$ cat config.mk
export PLATFORM = sky130hd
export DESIGN_NAME = codec_regbank
export DESIGN_NICKNAME = d
export VERILOG_FILES = /design/src/rtl/codec_regbank_pkg.sv /design/src/rtl/crb_decode.sv /design/src/rtl/crb_direct_bank.sv /design/src/rtl/crb_indirect_bank.sv /design/src/rtl/codec_regbank.sv
export SDC_FILE = /design/constraint.sdc
export NUM_CORES = 2
export LEC_CHECK = 0
export BUFFER_PORTS_ARGS = -buffer_cell sky130_fd_sc_hd__buf_2
export CORE_ASPECT_RATIO = 0.6
export CORE_MARGIN = 5
export CORE_UTILIZATION = 55
export DETAILED_ROUTE_END_ITERATION = 16
export GPL_ROUTABILITY_DRIVEN = 0
export PLACE_DENSITY = 0.8
export SETUP_SLACK_MARGIN = 0.1
export SYNTH_ARGS = -nofsm -noshare
export SYNTH_HDL_FRONTEND = slang
export SYNTH_SLANG_ARGS = --single-unit
export TNS_END_PERCENT = 10
$ cat constraint.sdc
create_clock -name clk -period 3.4 [get_ports clk]
set_clock_uncertainty 0.1 [all_clocks]
set_input_delay 0.17 -clock clk [delete_from_list [all_inputs] [get_ports clk]]
set_output_delay 0.17 -clock clk [all_outputs]
set_load 0.02 [all_outputs]
$ cat src/rtl/codec_regbank_pkg.sv
package codec_regbank_pkg;

    // Geometry of the window and of the two banks
    localparam int WORD_W     = 32;
    localparam int BYTE_W     = 8;
    localparam int N_DIRECT   = 16;
    localparam int N_INDIRECT = 32;
    localparam int ADDR_W     = 6;
    localparam int SEL_W      = $clog2(N_DIRECT);
    localparam int IDX_W      = $clog2(N_INDIRECT);

    // Direct words with special behaviour
    localparam int DW_POINTER = 0;
    localparam int DW_PORT    = 1;
    localparam int DW_LOCKED  = 2;
    localparam int DW_CONTROL = 4;
    localparam int CTRL_KEEP_W = 7;
    localparam int CTRL_CLEAR_BIT = 0;

    // Indirect entries with special behaviour
    localparam int IX_WRITE_ONLY = 3;
    localparam int IX_FROZEN_A   = 11;
    localparam int IX_MERGED     = 12;
    localparam int IX_FROZEN_B   = 25;

    localparam logic [BYTE_W-1:0] CODEC_ID   = 8'h8A;
    localparam logic [BYTE_W-1:0] CHIP_ID    = 8'hA0;
    localparam logic [BYTE_W-1:0] MERGE_KEEP = 8'h40;

    // Decoded bus operation
    typedef struct packed {
        logic             rd;
        logic             wr;
        logic [SEL_W-1:0] sel;
        logic             to_port;
        logic             to_control;
    } bus_op_t;

endpackage

$ cat src/rtl/crb_decode.sv
module crb_decode
    import codec_regbank_pkg::*;
#(
    parameter int AW   = ADDR_W,
    parameter int SW   = SEL_W,
    parameter int PORT = DW_PORT,
    parameter int CTRL = DW_CONTROL
) (
    input  logic          valid,
    input  logic          write,
    input  logic [AW-1:0] addr,
    output bus_op_t       op
);

    logic unused_byte_lane;
    assign unused_byte_lane = ^addr[1:0];

    always_comb begin
        op            = '0;
        op.rd         = valid && !write;
        op.wr         = valid && write;
        op.sel        = addr[AW-1:2];
        op.to_port    = (addr[AW-1:2] == SW'(PORT));
        op.to_control = (addr[AW-1:2] == SW'(CTRL));
    end

endmodule

$ cat src/rtl/crb_direct_bank.sv
module crb_direct_bank #(
    parameter int N        = 16,
    parameter int W        = 32,
    parameter int SW       = 4,
    parameter int PORT     = 1,
    parameter int LOCKED   = 2,
    parameter int CTRL     = 4,
    parameter int CTRL_KW  = 7
) (
    input  logic                clk,
    input  logic                rst_n,
    input  logic                wr_en,
    input  logic [SW-1:0]       sel,
    input  logic [W-1:0]        wdata,
    input  logic                clear,
    output logic [N-1:0][W-1:0] words
);

    localparam logic [W-1:0] CTRL_MASK = W'((64'd1 << CTRL_KW) - 64'd1);

    typedef struct packed {
        logic [N-1:0][W-1:0] w;
    } dir_state_t;

    dir_state_t st_d, st_q;

    // Per-word write policy chosen at elaboration
    logic [W-1:0] keep_mask [N];
    logic         storable  [N];

    for (genvar g = 0; g < N; g++) begin : g_policy
        if (g == LOCKED || g == PORT) begin : g_none
            assign keep_mask[g] = '0;
            assign storable[g]  = 1'b0;
        end else if (g == CTRL) begin : g_ctrl
            assign keep_mask[g] = CTRL_MASK;
            assign storable[g]  = 1'b1;
        end else begin : g_full
            assign keep_mask[g] = '1;
            assign storable[g]  = 1'b1;
        end
    end

    always_comb begin
        st_d = st_q;
        if (clear) begin
            st_d.w = '0;
        end
        if (wr_en) begin
            for (int i = 0; i < N; i++) begin
                if (sel == SW'(i) && storable[i]) begin
                    st_d.w[i] = wdata & keep_mask[i];
                end
            end
        end
    end

    always_ff @(posedge clk or negedge rst_n) begin
        if (!rst_n) begin
            st_q <= '0;
        end else begin
            st_q <= st_d;
        end
    end

    assign words = st_q.w;

endmodule

$ cat src/rtl/crb_indirect_bank.sv
module crb_indirect_bank #(
    parameter int          N         = 32,
    parameter int          B         = 8,
    parameter int          IW        = 5,
    parameter int          WONLY     = 3,
    parameter int          FROZEN_A  = 11,
    parameter int          FROZEN_B  = 25,
    parameter int          MERGED    = 12,
    parameter logic [B-1:0] FIXED_ID = 8'h8A,
    parameter logic [B-1:0] KEEP     = 8'h40,
    parameter logic [B-1:0] FROZEN_B_VAL = 8'hA0
) (
    input  logic          clk,
    input  logic          rst_n,
    input  logic          clear,
    input  logic          wr_en,
    input  logic [IW-1:0] idx,
    input  logic [B-1:0]  wdata,
    output logic [B-1:0]  rdata
);

    typedef struct packed {
        logic [N-1:0][B-1:0] e;
    } ind_state_t;

    ind_state_t st_d, st_q;

    logic [B-1:0] init_val [N];
    logic         accepts  [N];
    logic         visible  [N];
    logic         merges   [N];

    for (genvar g = 0; g < N; g++) begin : g_entry
        if (g == MERGED) begin : g_init_id
            assign init_val[g] = FIXED_ID;
        end else if (g == FROZEN_B) begin : g_init_chip
            assign init_val[g] = FROZEN_B_VAL;
        end else begin : g_init_zero
            assign init_val[g] = '0;
        end
        assign accepts[g] = (g != FROZEN_A) && (g != FROZEN_B);
        assign visible[g] = (g != WONLY);
        assign merges[g]  = (g == MERGED);
    end

    always_comb begin
        st_d = st_q;
        if (clear) begin
            for (int i = 0; i < N; i++) begin
                st_d.e[i] = init_val[i];
            end
        end
        if (wr_en && accepts[idx]) begin
            if (merges[idx]) begin
                st_d.e[idx] = (wdata & KEEP) | FIXED_ID;
            end else begin
                st_d.e[idx] = wdata;
            end
        end
    end

    always_ff @(posedge clk or negedge rst_n) begin
        if (!rst_n) begin
            for (int i = 0; i < N; i++) begin
                st_q.e[i] <= init_val[i];
            end
        end else begin
            st_q <= st_d;
        end
    end

    assign rdata = visible[idx] ? st_q.e[idx] : '0;

endmodule

$ cat src/rtl/codec_regbank.sv
module codec_regbank
    import codec_regbank_pkg::*;
(
    input  logic              clk,
    input  logic              rst_n,
    input  logic              bus_valid,
    input  logic              bus_write,
    input  logic [ADDR_W-1:0] bus_addr,
    input  logic [WORD_W-1:0] bus_wdata,
    output logic [WORD_W-1:0] bus_rdata,
    output logic              irq
);

    typedef struct packed {
        logic [WORD_W-1:0] rdata;
    } top_state_t;

    top_state_t st_d, st_q;

    bus_op_t                          op;
    logic [N_DIRECT-1:0][WORD_W-1:0]  dir_words;
    logic [IDX_W-1:0]                 ind_index;
    logic [BYTE_W-1:0]                ind_byte;
    logic                             bank_clear;
    logic                             dir_wr;
    logic                             ind_wr;

    crb_decode #(
        .AW   (ADDR_W),
        .SW   (SEL_W),
        .PORT (DW_PORT),
        .CTRL (DW_CONTROL)
    ) u_decode (
        .valid (bus_valid),
        .write (bus_write),
        .addr  (bus_addr),
        .op    (op)
    );

    assign bank_clear = op.wr && op.to_control && bus_wdata[CTRL_CLEAR_BIT];
    assign dir_wr     = op.wr && !op.to_port;
    assign ind_wr     = op.wr && op.to_port;
    assign ind_index  = dir_words[DW_POINTER][IDX_W-1:0];

    crb_direct_bank #(
        .N       (N_DIRECT),
        .W       (WORD_W),
        .SW      (SEL_W),
        .PORT    (DW_PORT),
        .LOCKED  (DW_LOCKED),
        .CTRL    (DW_CONTROL),
        .CTRL_KW (CTRL_KEEP_W)
    ) u_direct (
        .clk   (clk),
        .rst_n (rst_n),
        .wr_en (dir_wr),
        .sel   (op.sel),
        .wdata (bus_wdata),
        .clear (bank_clear),
        .words (dir_words)
    );

    crb_indirect_bank #(
        .N            (N_INDIRECT),
        .B            (BYTE_W),
        .IW           (IDX_W),
        .WONLY        (IX_WRITE_ONLY),
        .FROZEN_A     (IX_FROZEN_A),
        .FROZEN_B     (IX_FROZEN_B),
        .MERGED       (IX_MERGED),
        .FIXED_ID     (CODEC_ID),
        .KEEP         (MERGE_KEEP),
        .FROZEN_B_VAL (CHIP_ID)
    ) u_indirect (
        .clk   (clk),
        .rst_n (rst_n),
        .clear (bank_clear),
        .wr_en (ind_wr),
        .idx   (ind_index),
        .wdata (bus_wdata[BYTE_W-1:0]),
        .rdata (ind_byte)
    );

    always_comb begin
        st_d = st_q;
        if (op.rd) begin
            if (op.to_port) begin
                st_d.rdata = {{(WORD_W-BYTE_W){1'b0}}, ind_byte};
            end else begin
                st_d.rdata = dir_words[op.sel];
            end
        end
    end

    always_ff @(posedge clk or negedge rst_n) begin
        if (!rst_n) begin
            st_q <= '0;
        end else begin
            st_q <= st_d;
        end
    end

    assign bus_rdata = st_q.rdata;
    assign irq       = 1'b0;

endmodule

### Yosys cells after proc, flatten, opt, wreduce, memory -nomap -nowiden

Memory sizes are Yosys's and may differ from the RTL's.
Index checks and enable logic that the tools add are counted.

| storage, ports and cells | value |
|---|---|
| memories | 3 |
| memory bits (read-only) | 96 |
| register bits after elaboration | 800 |
| bits of input ports | 42 |

| cells by class | value |
|---|---|
| reductions and logical operators | 11 |
| order comparisons | 4 |
| multiplexer cells | 35 |
| equality and inequality tests | 14 |
| bitwise gates (word level) | 1 |

Memory list:

| name | words | width | read ports | clocked after Yosys merged registers in | write ports | line | RTL |
|---|---|---|---|---|---|---|---|
| (name not given) | 32 | 1 | 1 | 0 | 0 | crb_indirect_bank.sv:72 | `assign rdata = visible[idx] ? st_q.e[idx] : '0;` |
| (name not given) | 32 | 1 | 1 | 0 | 0 | crb_indirect_bank.sv:53 | `if (wr_en && accepts[idx]) begin` |
| (name not given) | 32 | 1 | 1 | 0 | 0 | crb_indirect_bank.sv:54 | `if (merges[idx]) begin` |

Operator list:

| kind | number |
|---|---|
| two-way mux 512 bit | 2 |
| two-way mux 256 bit | 3 |
| bitwise mux 256 bit | 2 |
| two-way mux 32 bit | 16 |
| binary-select mux 32 bit (select 4 bit) | 1 |
| binary-select mux 8 bit (select 5 bit) | 1 |
| demux 8 bit (select 5 bit) | 1 |
| equality test 4 bit, second input constant | 8 |
| two-way mux 8 bit | 3 |
| equality test 4 x 3 -> 1 bit, second input constant | 4 |
| logical AND 1 bit | 8 |
| >= comparator 6 bit, second input constant | 1 |
| less-than comparator 5 x 6 -> 1 bit, second input constant | 1 |
| two-way mux 1 bit | 6 |
| inverter 5 -> 6 bit | 1 |
| >= comparator 5 x 1 -> 1 bit, second input constant | 1 |
| less-than comparator 4 x 5 -> 1 bit, second input constant | 1 |
| equality test 4 x 1 -> 1 bit, second input constant | 1 |
| equality test 4 x 2 -> 1 bit, second input constant | 1 |
| logical NOT 4 bit | 1 |
| logical NOT 1 bit | 2 |

### Logic depth before layout (Yosys ltp)

| logic depth | value |
|---|---|
| depth after elaboration | 7 |
| depth in mapped cells | 9 |

### Cells and area by module

A second synthesis with hierarchy kept.

| second synthesis, totals | value |
|---|---|
| cell total of the unflattened synthesis | 3,229 |
| area total of the unflattened synthesis | 38,051.5 um2 |

Modules (own cells, without submodules):

| module | area an instance (um2) | cells each | instances |
|---|---|---|---|
| crb_direct_bank | 19,901.6 | 1,530 | 1 |
| crb_indirect_bank | 12,874.8 | 1,244 | 1 |
| codec_regbank | 5,202.5 | 447 | 1 |
| crb_decode | 72.6 | 8 | 1 |

### Worst setup path before layout

Ideal clock, no wire load.

| timing path | value |
|---|---|
| path kind | register to register |
| from | reg u_direct.st_q (netlist bit u_direct.words[0]) |
| to | reg st_q (netlist bit bus_rdata[5]) |
| path buffers | 4 |
| data arrival time | 2.143 ns |
| path slack | 1.034 ns |
| stages on the path, launching flop included | 10 |
| period minus slack after synthesis | 2.366 ns |
| path through | dfrtp_1 -> buf_2 -> buf_2 -> buf_2 -> buf_2 -> mux2i_1 -> o22ai_1 -> nor4_1 -> nand2_1 -> o221a_2 |

| on the way | value |
|---|---|
| cells in the longest elaborated chain, start to end | 6 |
| elaborated cells between the ends (all ways) | 8 |
| classes of those cells | mux: 6; bitwise: 1; memory: 1 |

Ends and longest elaborated chain:

| what | line | RTL |
|---|---|---|
| start, declared | crb_direct_bank.sv:25 | `dir_state_t st_d, st_q;` |
| start signal, assigned | crb_direct_bank.sv:62 | `st_q <= st_d;` |
| inverter 5 -> 6 bit (not written as such) | crb_indirect_bank.sv:72 |  |
| memory (32 x 1 bit) | n/a |  |
| two-way mux 1 bit (not written as such) (2 in a row) | crb_indirect_bank.sv:72 |  |
| two-way mux 8 bit * | crb_indirect_bank.sv:72 |  |
| two-way mux 32 bit * | codec_regbank.sv:87 | `if (op.to_port) begin` |
| end signal, assigned | codec_regbank.sv:99 | `st_q <= st_d;` |
| end, declared | codec_regbank.sv:18 | `top_state_t st_d, st_q;` |

Every way passes the cells marked *; elsewhere a longest branch is shown, timed or not. The select of a mux whose other input is x is not followed.
A chain may end at the register's enable or synchronous reset.

==> impl_metrics.xml <==
<?xml version="1.0" encoding="UTF-8"?>
<metrics>
  <group name="critical_path">
    <metric name="worstPathRequired" unit="ns">3.78</metric>
    <metric name="startpoint_class" unit="">input pin</metric>
    <metric name="endpoint_kind" unit="">flop</metric>
    <metric name="critPathKind" unit="">in2reg</metric>
    <metric name="crit_path_max_fanout" unit="">16</metric>
    <metric name="cp_data_arrival_time" unit="ns">3.65</metric>
    <metric name="crit-reg2reg-launch" unit="">u_direct.words[4]</metric>
    <metric name="reg2reg_slack" unit="ns">0.31</metric>
    <metric name="worstSetupStartpoint" unit="">bus_addr[4]</metric>
  </group>
  <group name="synthesis">
    <metric name="postSynthRegisterBits" unit="">736</metric>
    <metric name="synthDistinctLibCells" unit="">43</metric>
    <metric name="ys_dominant_reg_cell" unit="">sky130_fd_sc_hd__dfrtp_1</metric>
    <metric name="post-synth-top-count-cell" unit="">sky130_fd_sc_hd__nand2_1</metric>
    <metric name="yosys.area.top_type_share" unit="%">54.34</metric>
    <metric name="mappedNetlistArea" unit="sq um">33660</metric>
    <metric name="synth_area_per_cell" unit="sq um">9.678</metric>
    <metric name="share_of_synthesized_area_occupied_by_flip_flops_and_latches" unit="%">54.73</metric>
    <metric name="count_of_synthesis_stage_warnings_from_yosys" unit="">0</metric>
    <metric name="synth-edff-count" unit="">0</metric>
    <metric name="synthDominantAreaCellType" unit="">sky130_fd_sc_hd__dfrtp_1</metric>
    <metric name="synthArstFlopShare" unit="%">100.0</metric>
    <metric name="syn_inst" unit="">3478</metric>
    <metric name="netlist_top_cells_area" unit="">sky130_fd_sc_hd__dfrtp_1 54%, sky130_fd_sc_hd__nand2_1 10%, sky130_fd_sc_hd__o21ai_0 8.5%</metric>
    <metric name="ys_top_cells_by_count" unit="">899 x sky130_fd_sc_hd__nand2_1, 731 x sky130_fd_sc_hd__dfrtp_1, 575 x sky130_fd_sc_hd__o21ai_0</metric>
    <metric name="synth.net_count" unit="">3520</metric>
  </group>
  <group name="clock_network">
    <metric name="tritoncts_num_sinks" unit="">736</metric>
    <metric name="cts_setup_buffers" unit="">0</metric>
    <metric name="tritoncts" unit="">built</metric>
    <metric name="ctsLongestPathBuffers" unit="">3</metric>
    <metric name="post_cts_resized" unit="">0</metric>
    <metric name="root_buffer_cell" unit="">sky130_fd_sc_hd__clkbuf_16</metric>
    <metric name="count_of_h_tree_levels_built_during_cts" unit="">3</metric>
    <metric name="worstSkewPairLatency" unit="ns">0.64</metric>
    <metric name="clk_pin_slew_worst_paths" unit="ns">0.07</metric>
    <metric name="postCtsHoldBufs" unit="">35</metric>
    <metric name="numCtsBuffers" unit="">68</metric>
  </group>
  <group name="floorplanning">
    <metric name="core_area" unit="sq um">60780</metric>
    <metric name="top_level_ports" unit="">75</metric>
    <metric name="fp.dieH" unit="um">201.6</metric>
    <metric name="die_area" unit="sq um">66410</metric>
    <metric name="core_rows" unit="">70</metric>
    <metric name="initial_cell_density_of_the_core" unit="%">55.38</metric>
    <metric name="chip_width" unit="um">329.4</metric>
  </group>
  <group name="route">
    <metric name="dr.first_iter.drc_count" unit="">4337</metric>
    <metric name="drt_pass1_iterations" unit="">7</metric>
    <metric name="drt-total-wl" unit="um">103300</metric>
    <metric name="route.antenna.remaining_nets" unit="">0</metric>
    <metric name="drt_wl_cell" unit="um">23.92</metric>
    <metric name="drcViolationCount" unit="">0</metric>
    <metric name="average_vias_per_placed_instance" unit="">6.408</metric>
    <metric name="vias" unit="">27660</metric>
  </group>
  <group name="pwr">
    <metric name="max-vdd-ir-drop" unit="V">0.0004053</metric>
    <metric name="power.static_leakage" unit="nW">16.75</metric>
    <metric name="report.power.total" unit="W">0.02147</metric>
    <metric name="power_density" unit="nW/um^2">569.9</metric>
  </group>
  <group name="timing">
    <metric name="clock.fmax" unit="MHz">305.9</metric>
    <metric name="finalSetupTns" unit="ns">0</metric>
    <metric name="holdWs" unit="ns">0.02435</metric>
    <metric name="timing.final.max_slew_violations" unit="">0</metric>
    <metric name="rsz0062_at_grt" unit="">false</metric>
    <metric name="worst_slew_pin_slew" unit="ns">1.181</metric>
    <metric name="report.final.setup_viol" unit="">0</metric>
    <metric name="max-slew-margin-rel" unit="%">20.97</metric>
    <metric name="final.min_clock_period" unit="ns">3.269</metric>
    <metric name="post-route-period-util" unit="%">96.14</metric>
    <metric name="timing.final.hold_violations" unit="">0</metric>
  </group>
  <group name="place">
    <metric name="placedCellCount" unit="">4155</metric>
    <metric name="detailed_place_hpwl" unit="um">64640</metric>
    <metric name="place.port_buffers" unit="">71</metric>
  </group>
  <group name="finish">
    <metric name="syn_to_final_growth" unit="%">11.94</metric>
    <metric name="multiInputGateArea" unit="sq um">14080</metric>
    <metric name="layout.cells.non_filler" unit="">4317</metric>
    <metric name="ff_latch_area" unit="sq um">18430</metric>
    <metric name="final_net_count" unit="">3474</metric>
    <metric name="drive_gt1_share" unit="%">12.31</metric>
    <metric name="fill_cells" unit="">4701</metric>
    <metric name="final_core_utilization" unit="%">61.99</metric>
  </group>
  <group name="global_route">
    <metric name="grt_antenna_before_repair" unit="">4</metric>
    <metric name="grt_pass1_vias" unit="">26740</metric>
    <metric name="grt_util_all_layers" unit="%">31.05</metric>
    <metric name="globalRoute.totalOverflow" unit="">0</metric>
    <metric name="grt_pass1_wl" unit="um">161100</metric>
    <metric name="grt_start_max_net_pins" unit="">128</metric>
  </group>
  <group name="run_status">
    <metric name="run_status" unit="">finished clean</metric>
  </group>
  <group name="hold_path">
    <metric name="hold_path_class" unit="">in2reg</metric>
    <metric name="worstHoldStart" unit="">bus_addr[3]</metric>
  </group>
  <group name="job">
    <metric name="max_cap_viol_count" unit="">0</metric>
  </group>
</metrics>
## metrics by stage
step / setup WS (ns) / area, sq um
global placement: 0.3938 / 35020
global route: 0.1924 / 37680
CTS: 0.3933 / 37670
finish: 0.1312 / 37680
floorplan: 1.034 / 33660
detailed placement: 0.3182 / 35020
## power by group
| group | internal [W] | switching, W |
|---|---|---|
| Combinational | 0.00123 | 0.00180 |
| Sequential | 0.00980 | 0.000674 |
| Clock | 0.00453 | 0.00344 |
## state kept, by name, indices dropped and copies added, names as in the netlist
signal and count:
bus_rdata 32, u_direct.words 448, u_indirect.st_q 256
## worst paths after layout
kind / endpoint / cells past startpoint
setup / recovery: u_indirect.st_q[209] / 7
hold / removal: bus_rdata[12] / 4
setup reg to reg: u_indirect.st_q[30] / 5
hold reg to reg: u_indirect.st_q[100] / 1
max in group asynchronous: u_indirect.st_q[237] / 4
min in group asynchronous: u_direct.words[473] / 2
## kinds of logic (layout without fill, tap and decap cells)
kind of cell	Yosys count	after routing	synth area share, %
buffers and inverters	331	339	3.799
other	1	4	0.01114
AOI/OAI and AO/OA	728	728	11.72
and+or+nand+nor	1425	1425	18.60
muxes	257	257	11.13
DFF	736	736	54.73
## per-layer routing
metal  track usage, %  vias up  wire (um)
met5            3.478        -        319
met4            8.241        8       2812
met3            12.89      242      15360
li1                 -    11960          -
met1            47.04    13610      43030
met2            40.85     1840      41750
## cells in the final DEF, fill, tap and decap left out, types with 35 or more instances in the layout
cell and count:
sky130_fd_sc_hd__mux4_2 93, sky130_fd_sc_hd__dfrtp_1 730, sky130_fd_sc_hd__buf_2 68, sky130_fd_sc_hd__o22ai_1 64
sky130_fd_sc_hd__dlygate4sd3_1 35, sky130_fd_sc_hd__o21ai_0 575, sky130_fd_sc_hd__buf_4 82, sky130_fd_sc_hd__nand3_1 368
sky130_fd_sc_hd__nor2b_1 42, sky130_fd_sc_hd__clkbuf_16 71, sky130_fd_sc_hd__mux2i_1 155, sky130_fd_sc_hd__a22oi_1 62
sky130_fd_sc_hd__nand2_1 895
## layout make-up
cell class	count	area share, %
diodes	3	0.01992
clock buffers	105	5.505
clock inverters	19	0.5977
inverters	4	0.03985
multi-input cells	2411	37.37
flip-flops and latches	736	48.90
well taps	828	2.749
repair buffers	211	4.811
## critical path, stage by stage
cell,delay (ns)
sky130_fd_sc_hd__dlygate4sd3_1,0.57
sky130_fd_sc_hd__buf_2,0.19
sky130_fd_sc_hd__or4b_1,0.81
sky130_fd_sc_hd__nor4b_4,0.88
sky130_fd_sc_hd__nand2_1,0.63
sky130_fd_sc_hd__nand3_1,0.26
sky130_fd_sc_hd__o21ai_0,0.12
Power figures use the tool's default switching activity.
